==> src/rtl/smt_pkg.sv <==
package smt_pkg;

  localparam int CFG_W = 32;
  localparam int CNT_W = 8;

  typedef struct packed {
    logic [1:0] mode;
    logic [3:0] turn;
    logic [7:0] data;
    logic [3:0] hold;
    logic [3:0] setup;
  } smt_timing_t;

  typedef enum logic [2:0] {
    PH_IDLE  = 3'd0,
    PH_SETUP = 3'd1,
    PH_HOLD  = 3'd2,
    PH_DATA  = 3'd3,
    PH_TURN  = 3'd4
  } smt_phase_e;

  localparam logic [1:0] MODE_A = 2'b00;
  localparam logic [1:0] MODE_D = 2'b11;

  localparam smt_timing_t SMT_RESET = '{mode: 2'b00, turn: 4'hF, data: 8'hFF,
                                        hold: 4'hF, setup: 4'hF};

endpackage

==> src/rtl/smt_cfg_regs.sv <==
module smt_cfg_regs
  import smt_pkg::*;
(
  input  logic             clk,
  input  logic             rst,
  input  logic             cfg_we,
  input  logic             cfg_sel,
  input  logic [CFG_W-1:0] cfg_wdata,
  output smt_timing_t      rd_set,
  output smt_timing_t      wr_set
);

  smt_timing_t new_set;
  logic        unused_rsvd;

  // Field positions R12
  always_comb begin
    new_set.setup = cfg_wdata[3:0];
    new_set.hold  = cfg_wdata[7:4];
    new_set.data  = (cfg_wdata[15:8] == 8'd0) ? 8'd1 : cfg_wdata[15:8];
    new_set.turn  = cfg_wdata[19:16];
    new_set.mode  = cfg_wdata[29:28];
  end

  assign unused_rsvd = ^{cfg_wdata[31:30], cfg_wdata[27:20]};

  always_ff @(posedge clk) begin
    if (rst) begin
      rd_set <= SMT_RESET;
      wr_set <= SMT_RESET;
    end else if (cfg_we) begin
      if (cfg_sel) wr_set <= new_set;
      else         rd_set <= new_set;
    end
  end

  assert_data_nonzero_R4: assert property (@(posedge clk) disable iff (rst)
    (rd_set.data != 8'd0) && (wr_set.data != 8'd0));

endmodule

==> src/rtl/smt_timing_sel.sv <==
module smt_timing_sel
  import smt_pkg::*;
(
  input  smt_timing_t rd_set,
  input  smt_timing_t wr_set,
  input  logic        ext_en,
  input  logic        is_write,
  output logic [3:0]  len_setup,
  output logic [3:0]  len_hold,
  output logic [7:0]  len_data,
  output logic [3:0]  len_turn,
  output logic [1:0]  eff_mode
);

  smt_timing_t chosen;

  always_comb begin
    chosen    = (is_write && ext_en) ? wr_set : rd_set;
    eff_mode  = ext_en ? chosen.mode : MODE_A;
    len_setup = chosen.setup;
    len_hold  = (eff_mode == MODE_D) ? chosen.hold : 4'd0;
    len_data  = chosen.data;
    len_turn  = is_write ? chosen.turn : 4'd0;
  end

endmodule

==> src/rtl/smt_phase_fsm.sv <==
module smt_phase_fsm
  import smt_pkg::*;
(
  input  logic       clk,
  input  logic       rst,
  input  logic       start,
  input  logic [3:0] in_setup,
  input  logic [3:0] in_hold,
  input  logic [7:0] in_data,
  input  logic [3:0] in_turn,
  output smt_phase_e phase,
  output smt_phase_e phase_nxt,
  output logic       last_data,
  output logic       done
);

  logic [CNT_W-1:0] cnt_q, cnt_n;
  logic [3:0]       hold_q, turn_q;
  logic [7:0]       data_q;
  logic             done_n;

  always_comb begin
    phase_nxt = phase;
    cnt_n     = cnt_q;
    done_n    = 1'b0;
    unique case (phase)
      PH_IDLE: if (start) begin
        if (in_setup != 4'd0) begin
          phase_nxt = PH_SETUP;
          cnt_n     = {4'd0, in_setup} - 8'd1;
        end else if (in_hold != 4'd0) begin
          phase_nxt = PH_HOLD;
          cnt_n     = {4'd0, in_hold} - 8'd1;
        end else begin
          phase_nxt = PH_DATA;
          cnt_n     = in_data - 8'd1;
        end
      end
      PH_SETUP: if (cnt_q == '0) begin
        if (hold_q != 4'd0) begin
          phase_nxt = PH_HOLD;
          cnt_n     = {4'd0, hold_q} - 8'd1;
        end else begin
          phase_nxt = PH_DATA;
          cnt_n     = data_q - 8'd1;
        end
      end else cnt_n = cnt_q - 8'd1;
      PH_HOLD: if (cnt_q == '0) begin
        phase_nxt = PH_DATA;
        cnt_n     = data_q - 8'd1;
      end else cnt_n = cnt_q - 8'd1;
      PH_DATA: if (cnt_q == '0) begin
        if (turn_q != 4'd0) begin
          phase_nxt = PH_TURN;
          cnt_n     = {4'd0, turn_q} - 8'd1;
        end else begin
          phase_nxt = PH_IDLE;
          done_n    = 1'b1;
        end
      end else cnt_n = cnt_q - 8'd1;
      PH_TURN: if (cnt_q == '0) begin
        phase_nxt = PH_IDLE;
        done_n    = 1'b1;
      end else cnt_n = cnt_q - 8'd1;
      default: phase_nxt = PH_IDLE;
    endcase
  end

  always_ff @(posedge clk) begin
    if (rst) begin
      phase  <= PH_IDLE;
      cnt_q  <= '0;
      hold_q <= '0;
      data_q <= 8'd1;
      turn_q <= '0;
      done   <= 1'b0;
    end else begin
      phase <= phase_nxt;
      cnt_q <= cnt_n;
      done  <= done_n;
      if (start && phase == PH_IDLE) begin
        hold_q <= in_hold;
        data_q <= in_data;
        turn_q <= in_turn;
      end
    end
  end

  assign last_data = (phase == PH_DATA) && (cnt_q == '0);

  assert_turn_after_data_R5: assert property (@(posedge clk) disable iff (rst)
    (phase == PH_TURN) |-> ($past(phase) == PH_DATA || $past(phase) == PH_TURN));

  assert_data_follows_active_R4: assert property (@(posedge clk) disable iff (rst)
    (phase == PH_DATA && $past(phase) == PH_IDLE) |-> ($past(in_setup) == 4'd0));

endmodule

==> src/rtl/smt_seq.sv <==
module smt_seq
  import smt_pkg::*;
#(
  parameter int AW = 16,
  parameter int DW = 16
) (
  input  logic             clk,
  input  logic             rst,
  input  logic             cfg_we,
  input  logic             cfg_sel,
  input  logic [CFG_W-1:0] cfg_wdata,
  input  logic             cfg_ext_mode,
  input  logic             req_valid,
  input  logic             req_write,
  input  logic [AW-1:0]    req_addr,
  input  logic [DW-1:0]    req_wdata,
  output logic             req_ready,
  output logic             done,
  output logic [DW-1:0]    rd_data,
  output logic [1:0]       acc_mode,
  output logic [AW-1:0]    mem_addr,
  output logic             mem_ce_n,
  output logic             mem_oe_n,
  output logic             mem_we_n,
  output logic [DW-1:0]    mem_dout,
  output logic             mem_dout_en,
  input  logic [DW-1:0]    mem_din
);

  smt_timing_t rd_set, wr_set;
  logic [3:0]  len_setup, len_hold, len_turn;
  logic [7:0]  len_data;
  logic [1:0]  sel_mode;
  smt_phase_e  phase, phase_nxt;
  logic        last_data, accept, wr_q, wr_n, active_n;

  smt_cfg_regs u_cfg (
    .clk(clk), .rst(rst), .cfg_we(cfg_we), .cfg_sel(cfg_sel),
    .cfg_wdata(cfg_wdata), .rd_set(rd_set), .wr_set(wr_set)
  );

  smt_timing_sel u_sel (
    .rd_set(rd_set), .wr_set(wr_set), .ext_en(cfg_ext_mode), .is_write(req_write),
    .len_setup(len_setup), .len_hold(len_hold), .len_data(len_data),
    .len_turn(len_turn), .eff_mode(sel_mode)
  );

  smt_phase_fsm u_fsm (
    .clk(clk), .rst(rst), .start(accept),
    .in_setup(len_setup), .in_hold(len_hold), .in_data(len_data), .in_turn(len_turn),
    .phase(phase), .phase_nxt(phase_nxt), .last_data(last_data), .done(done)
  );

  assign req_ready = (phase == PH_IDLE);
  assign accept    = req_valid && req_ready;
  assign wr_n      = accept ? req_write : wr_q;
  assign active_n  = (phase_nxt == PH_SETUP) || (phase_nxt == PH_HOLD) ||
                     (phase_nxt == PH_DATA);

  // Registered strobes, decoded from the next phase so they line up with it
  always_ff @(posedge clk) begin
    if (rst) begin
      wr_q        <= 1'b0;
      acc_mode    <= MODE_A;
      mem_addr    <= '0;
      mem_dout    <= '0;
      rd_data     <= '0;
      mem_ce_n    <= 1'b1;
      mem_oe_n    <= 1'b1;
      mem_we_n    <= 1'b1;
      mem_dout_en <= 1'b0;
    end else begin
      if (accept) begin
        wr_q     <= req_write;
        acc_mode <= sel_mode;
        mem_addr <= req_addr;
        mem_dout <= req_wdata;
      end
      if (last_data && !wr_q) rd_data <= mem_din;
      mem_ce_n    <= !active_n;
      mem_oe_n    <= !(active_n && !wr_n);
      mem_we_n    <= !((phase_nxt == PH_DATA) && wr_n);
      mem_dout_en <= active_n && wr_n;
    end
  end

  assert_we_in_data_R10: assert property (@(posedge clk) disable iff (rst)
    !mem_we_n |-> (!mem_ce_n && mem_dout_en));

  assert_oe_we_excl_R9: assert property (@(posedge clk) disable iff (rst)
    !(!mem_oe_n && !mem_we_n));

  assert_busy_after_accept_R3: assert property (@(posedge clk) disable iff (rst)
    (req_valid && req_ready) |=> !req_ready);

  assert_done_single_R3: assert property (@(posedge clk) disable iff (rst)
    done |=> !done);

  assert_addr_stable_R3: assert property (@(posedge clk) disable iff (rst)
    (!req_ready && !$past(req_ready)) |-> $stable(mem_addr));

endmodule

==> config.mk <==
export PLATFORM = sky130hd
export DESIGN_NAME = smt_seq
export DESIGN_NICKNAME = d
export VERILOG_FILES = /design/src/rtl/smt_pkg.sv /design/src/rtl/smt_cfg_regs.sv /design/src/rtl/smt_timing_sel.sv /design/src/rtl/smt_phase_fsm.sv /design/src/rtl/smt_seq.sv
export SDC_FILE = /design/constraint.sdc
export NUM_CORES = 1
export LEC_CHECK = 0
export BUFFER_PORTS_ARGS = -buffer_cell sky130_fd_sc_hd__buf_2
export CAP_MARGIN = 25
export CORE_UTILIZATION = 45
export CTS_BUF_LIST = sky130_fd_sc_hd__clkbuf_4
export CTS_CLUSTER_SIZE = 28
export DETAILED_ROUTE_END_ITERATION = 10
export GPL_ROUTABILITY_DRIVEN = 0
export PLACE_DENSITY = 0.72
export SYNTH_ARGS = -nofsm -noshare
export SYNTH_HDL_FRONTEND = slang
export SYNTH_HIERARCHICAL = 1
export SYNTH_SLANG_ARGS = --single-unit
==> constraint.sdc <==
create_clock -name clk -period 2.9 [get_ports clk]
set_input_delay 0.145 -clock clk [delete_from_list [all_inputs] [get_ports clk]]
set_output_delay 0.145 -clock clk [all_outputs]
set_load 0.03 [all_outputs]
# After elaboration in Yosys (flattened, before gate mapping)

Index checks and enable logic that the tools add are counted.

Flip-flop bits (word level): 127
Bits of input ports: 87
Output and inout port bits: 56

Add/subtract/negate cells: 7
Equal/unequal tests: 11
Muxes and demuxes: 30
Bitwise logic cells: 1
Reductions and logical operators: 26

Operators with widths:

| operator              | count |
|---|---|
| $mux W8               | 10 |
| $pmux W8 S5           | 1 |
| $sub A8 B1 Y8 const B | 3 |
| $mux W22              | 1 |
| $mux W3               | 7 |
| $sub A4 B1 Y5 const B | 4 |
| $logic_not A8 Y1      | 2 |
| $reduce_bool A4 Y1    | 4 |
| $pmux W3 S5           | 1 |
| $eq A3 B2 Y1 const B  | 4 |
| $logic_and A1 B1 Y1   | 8 |
| $mux W4               | 2 |
| $eq A3 B1 Y1 const B  | 2 |
| $mux W1               | 6 |
| $logic_not A1 Y1      | 5 |
| $reduce_bool A5 Y1    | 1 |
| $reduce_and A2 Y1     | 2 |
| $reduce_and A4 Y1     | 1 |
| $eq A3 B3 Y1 const B  | 1 |
| $logic_not A3 Y1      | 1 |
| $ne A3 B3 Y1 const B  | 1 |
| $eq A2 B2 Y1 const B  | 1 |
| $logic_or A1 B1 Y1    | 2 |
| $mux W2               | 1 |
| 4 further kinds       | 4 |

# Logic depth before layout (Yosys ltp)

Gate-level depths: netlist of the first run.

Depth in word-level cells: 15
Mapped depth: 13

# Hierarchy

The synthesis of the first run kept the hierarchy.

By module, submodules not included:

| module         | times used | cells an instance | area an instance (µm²) | sequential area each (µm²) |
|---|---|---|---|---|
| smt_phase_fsm  | 1          | 317               | 2326.0                 | 560.5 |
| smt_seq        | 1          | 234               | 1899.3                 | 1101.1 |
| smt_cfg_regs   | 1          | 156               | 1659.1                 | 880.8 |
| smt_timing_sel | 1          | 38                | 377.9                  | 0.0 |

# Worst setup path after synthesis of the first run

Ideal clock, no wire load.

Path kind: input to register
Start: input req_write
End: register u_fsm.cnt_q[4]
Arrival: 2401 ps
Data required time: 2809 ps
Slack: 408 ps
Cell stages on the path: 10
Path through: buf_4 > nand4b_1 > a21oi_1 > inv_1 > ha_1 > nor4b_1 > o21ai_0 > a211oi_1 > o21ai_0 > a311oi_1

Word-level cells in the longest chain between the ends: 10
Elaborated cells between the ends (all ways): 14
Classes of those cells: add/sub (3); eq/ne (1); mux (7); reduce/logical (3)

RTL lines:

| what                                                | RTL line                                 | source |
|---|---|---|
| start: declaration                                  | smt_seq.sv:14                            | `input logic req_write,` |
| $logic_and A1 B1 Y1 *                               | smt_timing_sel.sv:18                     | `chosen = (is_write && ext_en) ? wr_set : rd_set;` |
| $mux W22 *                                          | smt_timing_sel.sv:18                     |  |
| $mux W2                                             | smt_timing_sel.sv:19                     | `eff_mode = ext_en ? chosen.mode : MODE_A;` |
| $eq A2 B2 Y1                                        | smt_timing_sel.sv:21                     | `len_hold = (eff_mode == MODE_D) ? chosen.hold : 4'd0;` |
| $mux W4 *                                           | smt_timing_sel.sv:21                     |  |
| named net len_hold[0]                               | smt_seq.sv:31                            | `logic [3:0] len_setup, len_hold, len_turn;` |
| $sub A4 B1 Y5 or $reduce_bool A4 Y1 (tied branches) | smt_phase_fsm.sv:33, smt_phase_fsm.sv:31 |  |
| $mux W8 *                                           | smt_phase_fsm.sv:31                      | `end else if (in_hold != 4'd0) begin` |
| $mux W8 *                                           | smt_phase_fsm.sv:28                      | `if (in_setup != 4'd0) begin` |
| $mux W8 *                                           | smt_phase_fsm.sv:27                      | `PH_IDLE: if (start) begin` |
| $pmux W8 S5 *                                       | smt_phase_fsm.sv:26                      | `unique case (phase)` |
| end signal: assignment                              | smt_phase_fsm.sv:79                      | `cnt_q <= cnt_n;` |
| end: declaration                                    | smt_phase_fsm.sv:17                      | `logic [CNT_W-1:0] cnt_q, cnt_n;` |

Mark *: on every way through the listed nets, which the timed path passes. The rest lies on a longest branch. The select of a mux whose other input is x is not followed.
A chain may end at the register's enable or synchronous reset.

# Final worst setup path of the first run

Start: register u_fsm.phase[1]
End: register mem_oe_n

Word-level cells in the longest chain between the ends: 9
Elaborated cells between the ends (all ways): 21
Classes of those cells: eq/ne (7); mux (7); reduce/logical (7)

RTL lines:

| what                                         | RTL line                           | source |
|---|---|---|
| start: declaration                           | smt_phase_fsm.sv:11                | `output smt_phase_e phase,` |
| start signal: assignment                     | smt_phase_fsm.sv:78                | `phase <= phase_nxt;` |
| $logic_not A3 Y1                             | smt_phase_fsm.sv:26, smt_seq.sv:54 |  |
| $logic_and A1 B1 Y1                          | smt_seq.sv:55                      | `assign accept = req_valid && req_ready;` |
| $mux W3                                      | smt_phase_fsm.sv:27                |  |
| $pmux W3 S5 *                                | smt_phase_fsm.sv:26                |  |
| named net phase_nxt[0]                       | smt_seq.sv:34                      | `smt_phase_e phase, phase_nxt;` |
| $eq A3 B1 Y1 or $eq A3 B2 Y1 (tied branches) | smt_seq.sv:57                      | `assign active_n = (phase_nxt == PH_SETUP) \|\| (phase_nxt == PH_HOLD) \|\|` |
| $logic_or A1 B1 Y1                           | smt_seq.sv:57                      |  |
| $logic_or A1 B1 Y1 *                         | smt_seq.sv:57                      |  |
| $logic_and A1 B1 Y1 *                        | smt_seq.sv:81                      | `mem_oe_n <= !(active_n && !wr_n);` |
| $logic_not A1 Y1 *                           | smt_seq.sv:81                      |  |
| end signal: assignment                       | smt_seq.sv:81                      |  |
| end: declaration                             | smt_seq.sv:23                      | `output logic mem_oe_n,` |

Mark *: on every way through the listed nets, which the timed path passes. The rest lies on a longest branch.

==> Flow_metrics.wiki, run 1 <==
{| class="wikitable"
! Metric !! Value
|-
| Result of the run || complete, no violations
|-
| Final-report max-slew violation count || 0
|-
| Pwr per Cell Area || ~700 mW/mm2
|-
| Mean routed wirelength per cell || ~15 um
|-
| Worst hold path type || input port to flop
|-
| Startpoint of the tightest hold check path || cfg_ext_mode
|-
| Total via count after detailed routing || 5945
|-
| Maximum clock skew at final layout || 11.5 ps
|-
| Seq/Total Area, Yosys || 40.6%
|-
| Relative slew slack || 48.5%
|-
| Setup violators final || 0
|-
| EDFF count, synth || 0
|-
| Share of power burned in the clock network || 20.6%
|-
| Port-buffer cells || between 100 and 150
|-
| Most frequent standard cell in the layout excluding fill and tap cells || sky130_fd_sc_hd__nand2_1
|-
| Leading cell types in the layout, fill and taps excluded || 156 x sky130_fd_sc_hd__nand2_1, 131 x sky130_fd_sc_hd__buf_2, 127 x sky130_fd_sc_hd__dfxtp_1, 84 x sky130_fd_sc_hd__a21oi_1, 70 x sky130_fd_sc_hd__dlygate4sd3_1
|-
| Number of global-route vias before repair || 5528
|-
| # clock sinks || 127
|-
| Clock transition time at the flip-flop clock pins of the worst setup and hold paths || 110 ps
|-
| Maximum number of pins on one net before global-route repair || 71
|-
| Worst hold slack || 88.1 ps
|-
| Core ar. || 0.0134 mm2
|-
| Final worst slack || 347 ps
|-
| Grt ovf || 0
|-
| Internal Power || 3.37 mW
|-
| GRT Overall Usage || 23.4%
|-
| Switching power as a share of total power || 39.5%
|-
| Cell type with the largest total area after synthesis || sky130_fd_sc_hd__dfxtp_1
|-
| Residual antenna-violating net count after detailed routing || 0
|-
| Worst reg2reg setup slack || 350 ps
|-
| Area share of the largest cell type after synthesis || between 40% and 50%
|-
| Largest driver fanout on the critical path || 39
|-
| Post-Layout Cell Count || ~1100
|-
| Clk Latency, worst-skew pair || 530 ps
|-
| Unrepaired setup endpoints after global routing || false
|-
| Top post-synthesis cells by area || sky130_fd_sc_hd__dfxtp_1 41%, sky130_fd_sc_hd__nand2_1 9.4%, sky130_fd_sc_hd__a21oi_1 6.7%
|-
| Net Sw Power || approximately 2.2 mW
|-
| CTS H-tree lvls || 4
|-
| Path type of the worst setup path || flop to flop
|-
| Die width || 120 um
|-
| Share of the clock period used by the worst path after layout || 88.0%
|-
| Post-detailed-placement half-perimeter wirelength || 10900 um
|-
| Max cap viols || 0
|-
| Total I/O pin count || 143
|-
| Number of gates given a new drive strength after cts || 0
|-
| Worst setup slack before clock tree synthesis || 179 ps
|-
| Distinct cells, synth || 68
|-
| Tmin final || 2550 ps
|-
| Final-report hold violation count || 0
|-
| Mean instance size in the synthesized netlist || around 8.4 um2
|-
| Flop and latch count out of synthesis || 127
|-
| Std-Cell Rows || 42
|-
| Static leakage || 3.45 nW
|-
| Part of the total power dissipated in combinational logic || 39.8%
|-
| Global-route wire length before repair || 26700 um
|-
| Register-to-Register Path Depth || 7
|-
| Actual slew at the worst max-slew pin || 771 ps
|-
| Total of warnings raised by yosys || 6
|-
| Die outline height || 120 um
|-
| Maximum vdd drop || 0.349 mV
|-
| Setup TNS || 0 ps
|-
| Critical register-to-register path endpoint || mem_oe_n
|-
| Ys flop type || sky130_fd_sc_hd__dfxtp_1
|-
| Sort of element at the start of the critical path || flop
|-
| Clock tree buffer depth || 2
|-
| Worst flop-to-flop path startpoint || u_fsm/phase[1]
|-
| Wirelength, routed || 16700 um
|-
| Root buffer cell || sky130_fd_sc_hd__clkbuf_4
|-
| Total nets after synthesis || 842
|-
| Destination of the worst hold path || acc_mode[1]
|-
| Endpoint required time on the critical path || 3320 ps
|-
| Fraction of layout cells with a size suffix above 1 || between 20% and 30%
|-
| TritonCTS buffer count || 17
|-
| Count of routing violations after the opening detailed-route iteration || 303
|-
| Proportion of power drawn by flip-flops and latches || 39.5%
|-
| Max Freq || 0.392 GHz
|-
| Initial antenna violation count || 1
|-
| Nets || 1025
|-
| Cell depth of the worst min-delay path || 4
|-
| Area growth, synth to finish || 26.8%
|-
| Effective utilization at floorplan || 46.7%
|-
| Ratio of routed vias to standard cells || 5.32
|-
| CTS tree || built
|-
| Cell area after synthesis || 0.00626 mm2
|-
| Number of instances in the synthesized netlist || around 750
|-
| Placed Cells incl. Taps || 1015
|-
| Element type at the critical path end || flop
|-
| DRC errors left || 0
|-
| Arrival time of data at the critical path endpoint || 2970 ps
|-
| Total iterations of the first detailed-routing run || 6
|-
| Asr flop ratio synth || 0%
|-
| Full die area || 0.0144 mm2
|}
-- critical path, stage by stage, from the launching register on --
cell and delay, ps:
sky130_fd_sc_hd__dfxtp_1 320, sky130_fd_sc_hd__or4b_1 590, sky130_fd_sc_hd__clkinv_4 250, sky130_fd_sc_hd__nand2_1 410, sky130_fd_sc_hd__a21oi_1 290, sky130_fd_sc_hd__a211o_1 170
sky130_fd_sc_hd__o21ai_0 140, sky130_fd_sc_hd__or2b_1 240
-- worst max path at each step --
stage	start	endpoint	cells past startpoint
final	u_fsm/phase[1]	mem_oe_n	7
after CTS	u_fsm/phase[1]	mem_oe_n	7
after global placement	req_write	mem_dout_en	11
after floorplan	req_write	u_fsm/cnt_q[4]	10
after global routing	u_cfg/wr_set[21]	u_fsm/cnt_q[4]	9
after detailed placement	req_write	mem_dout_en	11
-- kinds of logic (layout without fill, tap and decap cells) --
family / after synthesis / in the layout / share of synthesized area [%]
compound gates: 191 / 191 / 20.5
flops: 127 / 127 / 40.6
mux: 31 / 31 / 5.81
buf+inv: 73 / 267 / 5.77
other cells: 0 / 2 / 0
xor+xnor: 12 / 12 / 1.68
fa+ha+maj: 10 / 10 / 2.00
simple gates: 301 / 301 / 23.6
-- layer usage --
layer | routed length [um] | vias to the layer above | GRT usage [%]
li1 | - | 2995 | -
met1 | 7450 | 2741 | 29.3
met2 | 8040 | 175 | 38.0
met3 | 748 | 34 | 4.94
met4 | 450 | 0 | 11.2
met5 | 0 | - | 0
-- flip-flops by register name, summed over array words and instances, names as in the netlist --
name and flops:
u_fsm/turn_q 4, u_cfg/wr_set 22, u_fsm/done 1, mem_addr 16, u_fsm/hold_q 4, u_fsm/phase 3, mem_dout_en 1, u_fsm/data_q 8
rd_data 16, mem_dout 16, wr_q 1, mem_oe_n 1, acc_mode 2, mem_we_n 1, u_fsm/cnt_q 8, u_cfg/rd_set 22
mem_ce_n 1
-- power groups by stage --
stage                     clock [mW]  sequential [mW]  combinational, mW
final                           1.15             2.20               2.22
after global routing            1.26             2.24               2.43
after CTS                       1.18             2.20               2.20
after detailed placement           0             2.24               2.12
after global placement             0             2.23               2.10
after floorplan                    0             2.37               1.48
-- synth_stat cells, types with 3 or more instances --
master,instances
sky130_fd_sc_hd__o211ai_1,4
sky130_fd_sc_hd__a211o_1,44
sky130_fd_sc_hd__mux2_4,10
sky130_fd_sc_hd__mux2_2,3
sky130_fd_sc_hd__nand2_1,156
sky130_fd_sc_hd__a21oi_1,84
sky130_fd_sc_hd__xor2_1,5
sky130_fd_sc_hd__or3_1,6
sky130_fd_sc_hd__mux2i_1,18
sky130_fd_sc_hd__buf_4,3
sky130_fd_sc_hd__o31ai_1,4
sky130_fd_sc_hd__o21ai_0,12
sky130_fd_sc_hd__o21bai_1,4
sky130_fd_sc_hd__nor3b_1,7
sky130_fd_sc_hd__a211oi_1,5
sky130_fd_sc_hd__nor2b_1,33
sky130_fd_sc_hd__a311oi_1,5
sky130_fd_sc_hd__buf_6,7
sky130_fd_sc_hd__nand3_1,3
sky130_fd_sc_hd__xnor2_1,7
sky130_fd_sc_hd__and3_1,23
sky130_fd_sc_hd__inv_1,21
sky130_fd_sc_hd__buf_2,6
sky130_fd_sc_hd__ha_1,10
sky130_fd_sc_hd__nor3_1,18
sky130_fd_sc_hd__nor2_1,21
sky130_fd_sc_hd__nor4_1,7
sky130_fd_sc_hd__dfxtp_1,127
sky130_fd_sc_hd__o41ai_1,3
sky130_fd_sc_hd__a31oi_1,5
sky130_fd_sc_hd__clkbuf_1,34
sky130_fd_sc_hd__and2_1,5
-- timing repair --
action                    4_1_cts  5_1_grt
hold endpoints to repair       92        0
hold buffers                   70        0
setup buffers                   0        0
-- layout make-up --
type | instances | area [um2]
Clock buffer | 21 | 158
Inverter | 22 | 87.6
Sequential cell | 127 | 2540
Multi-Input combinational cell | 545 | 3360
Clock inverter | 9 | 95.1
Timing Repair Buffer | 215 | 1470
Tap cell | 176 | 220
Fill cell | 1222 | 5460
Antenna cell | 2 | 5.00
-- stage by stage --
step	instance area, um2	power, mW	util (%)
floorplan	6260	3.85	-
global placement	6980	4.33	52.1
detailed placement	6980	4.36	52.1
CTS	7940	5.58	59.2
global route	7940	5.93	59.2
finish	7940	5.58	59.3
No activity file was read; power rests on OpenSTA's default activity.
==> run 2, diff against run 1 <==
--- a/config.mk
+++ b/config.mk
@@ -5,14 +5,15 @@
 export SDC_FILE = /design/constraint.sdc
 export NUM_CORES = 1
 export LEC_CHECK = 0
+export ABC_CLOCK_PERIOD_IN_PS = 2900
 export BUFFER_PORTS_ARGS = -buffer_cell sky130_fd_sc_hd__buf_2
 export CAP_MARGIN = 25
-export CORE_UTILIZATION = 45
+export CORE_UTILIZATION = 30
 export CTS_BUF_LIST = sky130_fd_sc_hd__clkbuf_4
 export CTS_CLUSTER_SIZE = 28
 export DETAILED_ROUTE_END_ITERATION = 10
 export GPL_ROUTABILITY_DRIVEN = 0
-export PLACE_DENSITY = 0.72
+export PLACE_DENSITY = 0.53
 export SYNTH_ARGS = -nofsm -noshare
 export SYNTH_HDL_FRONTEND = slang
 export SYNTH_HIERARCHICAL = 1
==> run 2 against run 1 <==
Net effect: setup slack improved by 39 ps; sequential share of layout area decreased by 0.84 points; first-iteration DRC count increased by 38%; critical endpoint is now u_fsm/cnt_q[4].
==> Flow_metrics.wiki, run 2 (synthesis results as in run 1) <==
{| class="wikitable"
! Metric !! Value
|-
| Result of the run || complete, no violations
|-
| Critical path's most frequent cell || sky130_fd_sc_hd__o21ai_0
|-
| Worst hold path type || input port to flop
|-
| Total I/O pin count || 143
|-
| Grt ovf || 0
|-
| Family of cells with the greatest summed delay on the critical path || compound AO/OA/AOI/OAI gates
|-
| Area used by multi-input combinational logic || 0.00336 mm2
|-
| Clock transition time at the flip-flop clock pins of the worst setup and hold paths || 130 ps
|-
| Sort of element at the start of the critical path || flop
|-
| Cell chain of the critical path || nand4b_1, a21oi_1, inv_1, ha_1, nor4b_1, buf_4, o21ai_0, a211oi_1, o21ai_0, a311oi_1
|-
| TritonCTS buffer count || 17
|-
| Pwr per Cell Area || 719 mW/mm2
|-
| FILL cells || 2104
|-
| Cell at the slowest stage of the critical path || sky130_fd_sc_hd__a21oi_1
|-
| Share of the clock period used by the worst path after layout || 86.7%
|-
| Highest cell delay on the worst timing path || 390 ps
|-
| Clock tree buffer depth || 2
|-
| Actual slew at the worst max-slew pin || approximately 820 ps
|-
| Number of global-route vias before repair || 5642
|-
| DRC errors left || 0
|-
| Wirelength, routed || 18100 um
|-
| Final-report hold violation count || 0
|-
| Met2 usage || 27.8%
|-
| M3 GR Usage || 3.25%
|-
| Clk Latency, worst-skew pair || 550 ps
|-
| Core ar. || a little over 0.02 mm2
|-
| Ratio of routed vias to standard cells || 4.93
|-
| Leading cell types in the layout, fill and taps excluded || 156 x sky130_fd_sc_hd__nand2_1, 131 x sky130_fd_sc_hd__buf_2, 127 x sky130_fd_sc_hd__dfxtp_1, 84 x sky130_fd_sc_hd__a21oi_1, 70 x sky130_fd_sc_hd__dlygate4sd3_1
|-
| Most frequent standard cell in the layout excluding fill and tap cells || sky130_fd_sc_hd__nand2_1
|-
| Element type at the critical path end || flop
|-
| Path type of the worst setup path || flop to flop
|-
| Worst setup slack before clock tree synthesis || between 200 and 300 ps
|-
| Fraction of layout cells with a size suffix above 1 || 22.0%
|-
| Largest driver fanout on the critical path || 6
|-
| Die width || roughly 150 um
|-
| Worst reg2reg setup slack || 390 ps
|-
| Largest registers || u_cfg/rd_set (22), u_cfg/wr_set (22)
|-
| Initial antenna violation count || 2
|-
| CTS tree || built
|-
| Total iterations of the first detailed-routing run || 4
|-
| Full die area || 0.0215 mm2
|-
| CTS H-tree lvls || 4
|-
| Setup violators final || 0
|-
| Post-detailed-placement half-perimeter wirelength || 12200 um
|-
| Std-Cell Rows || 52
|-
| Sequential cell area || 0.00254 mm2
|-
| Count of routing violations after the opening detailed-route iteration || 418
|-
| Mean routed wirelength per cell || 14.8 um
|-
| GRT met1 Usage || between 20% and 30%
|-
| Root buffer cell || sky130_fd_sc_hd__clkbuf_4
|-
| GRT Overall Usage || 17.0%
|-
| Setup TNS || 0 ps
|-
| Number of gates given a new drive strength after cts || 0
|-
| Effective utilization at floorplan || 30.8%
|-
| Unrepaired setup endpoints after global routing || false
|-
| # clock sinks || approximately 130
|-
| Nets || 1031
|-
| Relative slew slack || 45.5%
|-
| Endpoint required time on the critical path || around 3400 ps
|-
| Maximum vdd drop || 0.310 mV
|-
| Number of buffers and inverters on the critical path || 2
|-
| Die outline height || approximately 150 um
|-
| Tmin final || 2510 ps
|-
| Total via count after detailed routing || 6015
|-
| Arrival time of data at the critical path endpoint || between 2000 and 3000 ps
|-
| Final-report max-slew violation count || 0
|-
| Static leakage || 3.49 nW
|-
| Global route hottest layer || met2
|-
| Area growth, synth to finish || 30.2%
|-
| Final worst slack || 386 ps
|-
| Residual antenna-violating net count after detailed routing || 0
|-
| Max Freq || 0.398 GHz
|-
| Maximum clock skew at final layout || 22.4 ps
|-
| Port-buffer cells || 132
|-
| Maximum number of pins on one net before global-route repair || 58
|-
| Global-route wire length before repair || 29000 um
|-
| Max cap viols || 0
|}
run 2: what timing repair did:
item                                   CTS  global route
endpoints found under the hold margin   92             0
hold buffers                            70             0
buffers inserted                         0             0
run 2: worst paths after layout:
path,cells past startpoint,start,to
setup / recovery,10,u_cfg/rd_set[21],u_fsm/cnt_q[4]
hold / removal,4,cfg_ext_mode,acc_mode[0]
setup reg to reg,10,u_cfg/rd_set[21],u_fsm/cnt_q[4]
hold reg to reg,2,mem_dout[8],mem_dout[8]
run 2: per-stage QoR:
stage	hold slack, ps	util (%)	power (mW)	area [um2]	std cells
after floorplan	263	-	3.85	6260	745
final	56.1	40.0	5.86	8150	1219
after global placement	364	35.0	4.44	7130	1115
after detailed placement	364	35.0	4.43	7130	1115
after global routing	25.5	40.0	6.26	8150	1219
after CTS	10.2	40.0	5.91	8150	1217
run 2: tightest hold or removal path, delay by kind of cell:
family | cells | cell delay [ps]
and+or+nand+nor | 2 | 200
buffers and inverters | 1 | 170
AOI/OAI and AO/OA | 1 | 50
run 2: layout make-up:
| cell class | count | share of cell area (%) |
|---|---|---|
| diodes | 2 | 0.0614 |
| inverters | 22 | 1.07 |
| repair buffers | 221 | 18.5 |
| well taps | 270 | 4.14 |
| clock inverters | 14 | 2.21 |
| flip-flops and latches | 127 | 31.2 |
| clock buffers | 18 | 1.66 |
| multi-input cells | 545 | 41.2 |
run 2: where the power goes:
part / internal (mW) / switching, mW
clock: 0.626 / 0.751
sequential: 1.99 / 0.210
combinational: 0.876 / 1.40
total: 3.50 / 2.37
run 2: layer usage:
layer	vias to the layer above	part of all wire, %
li1	3013	-
met1	2832	45
met2	139	49
met3	31	3.8
met4	0	2.4
met5	-	0
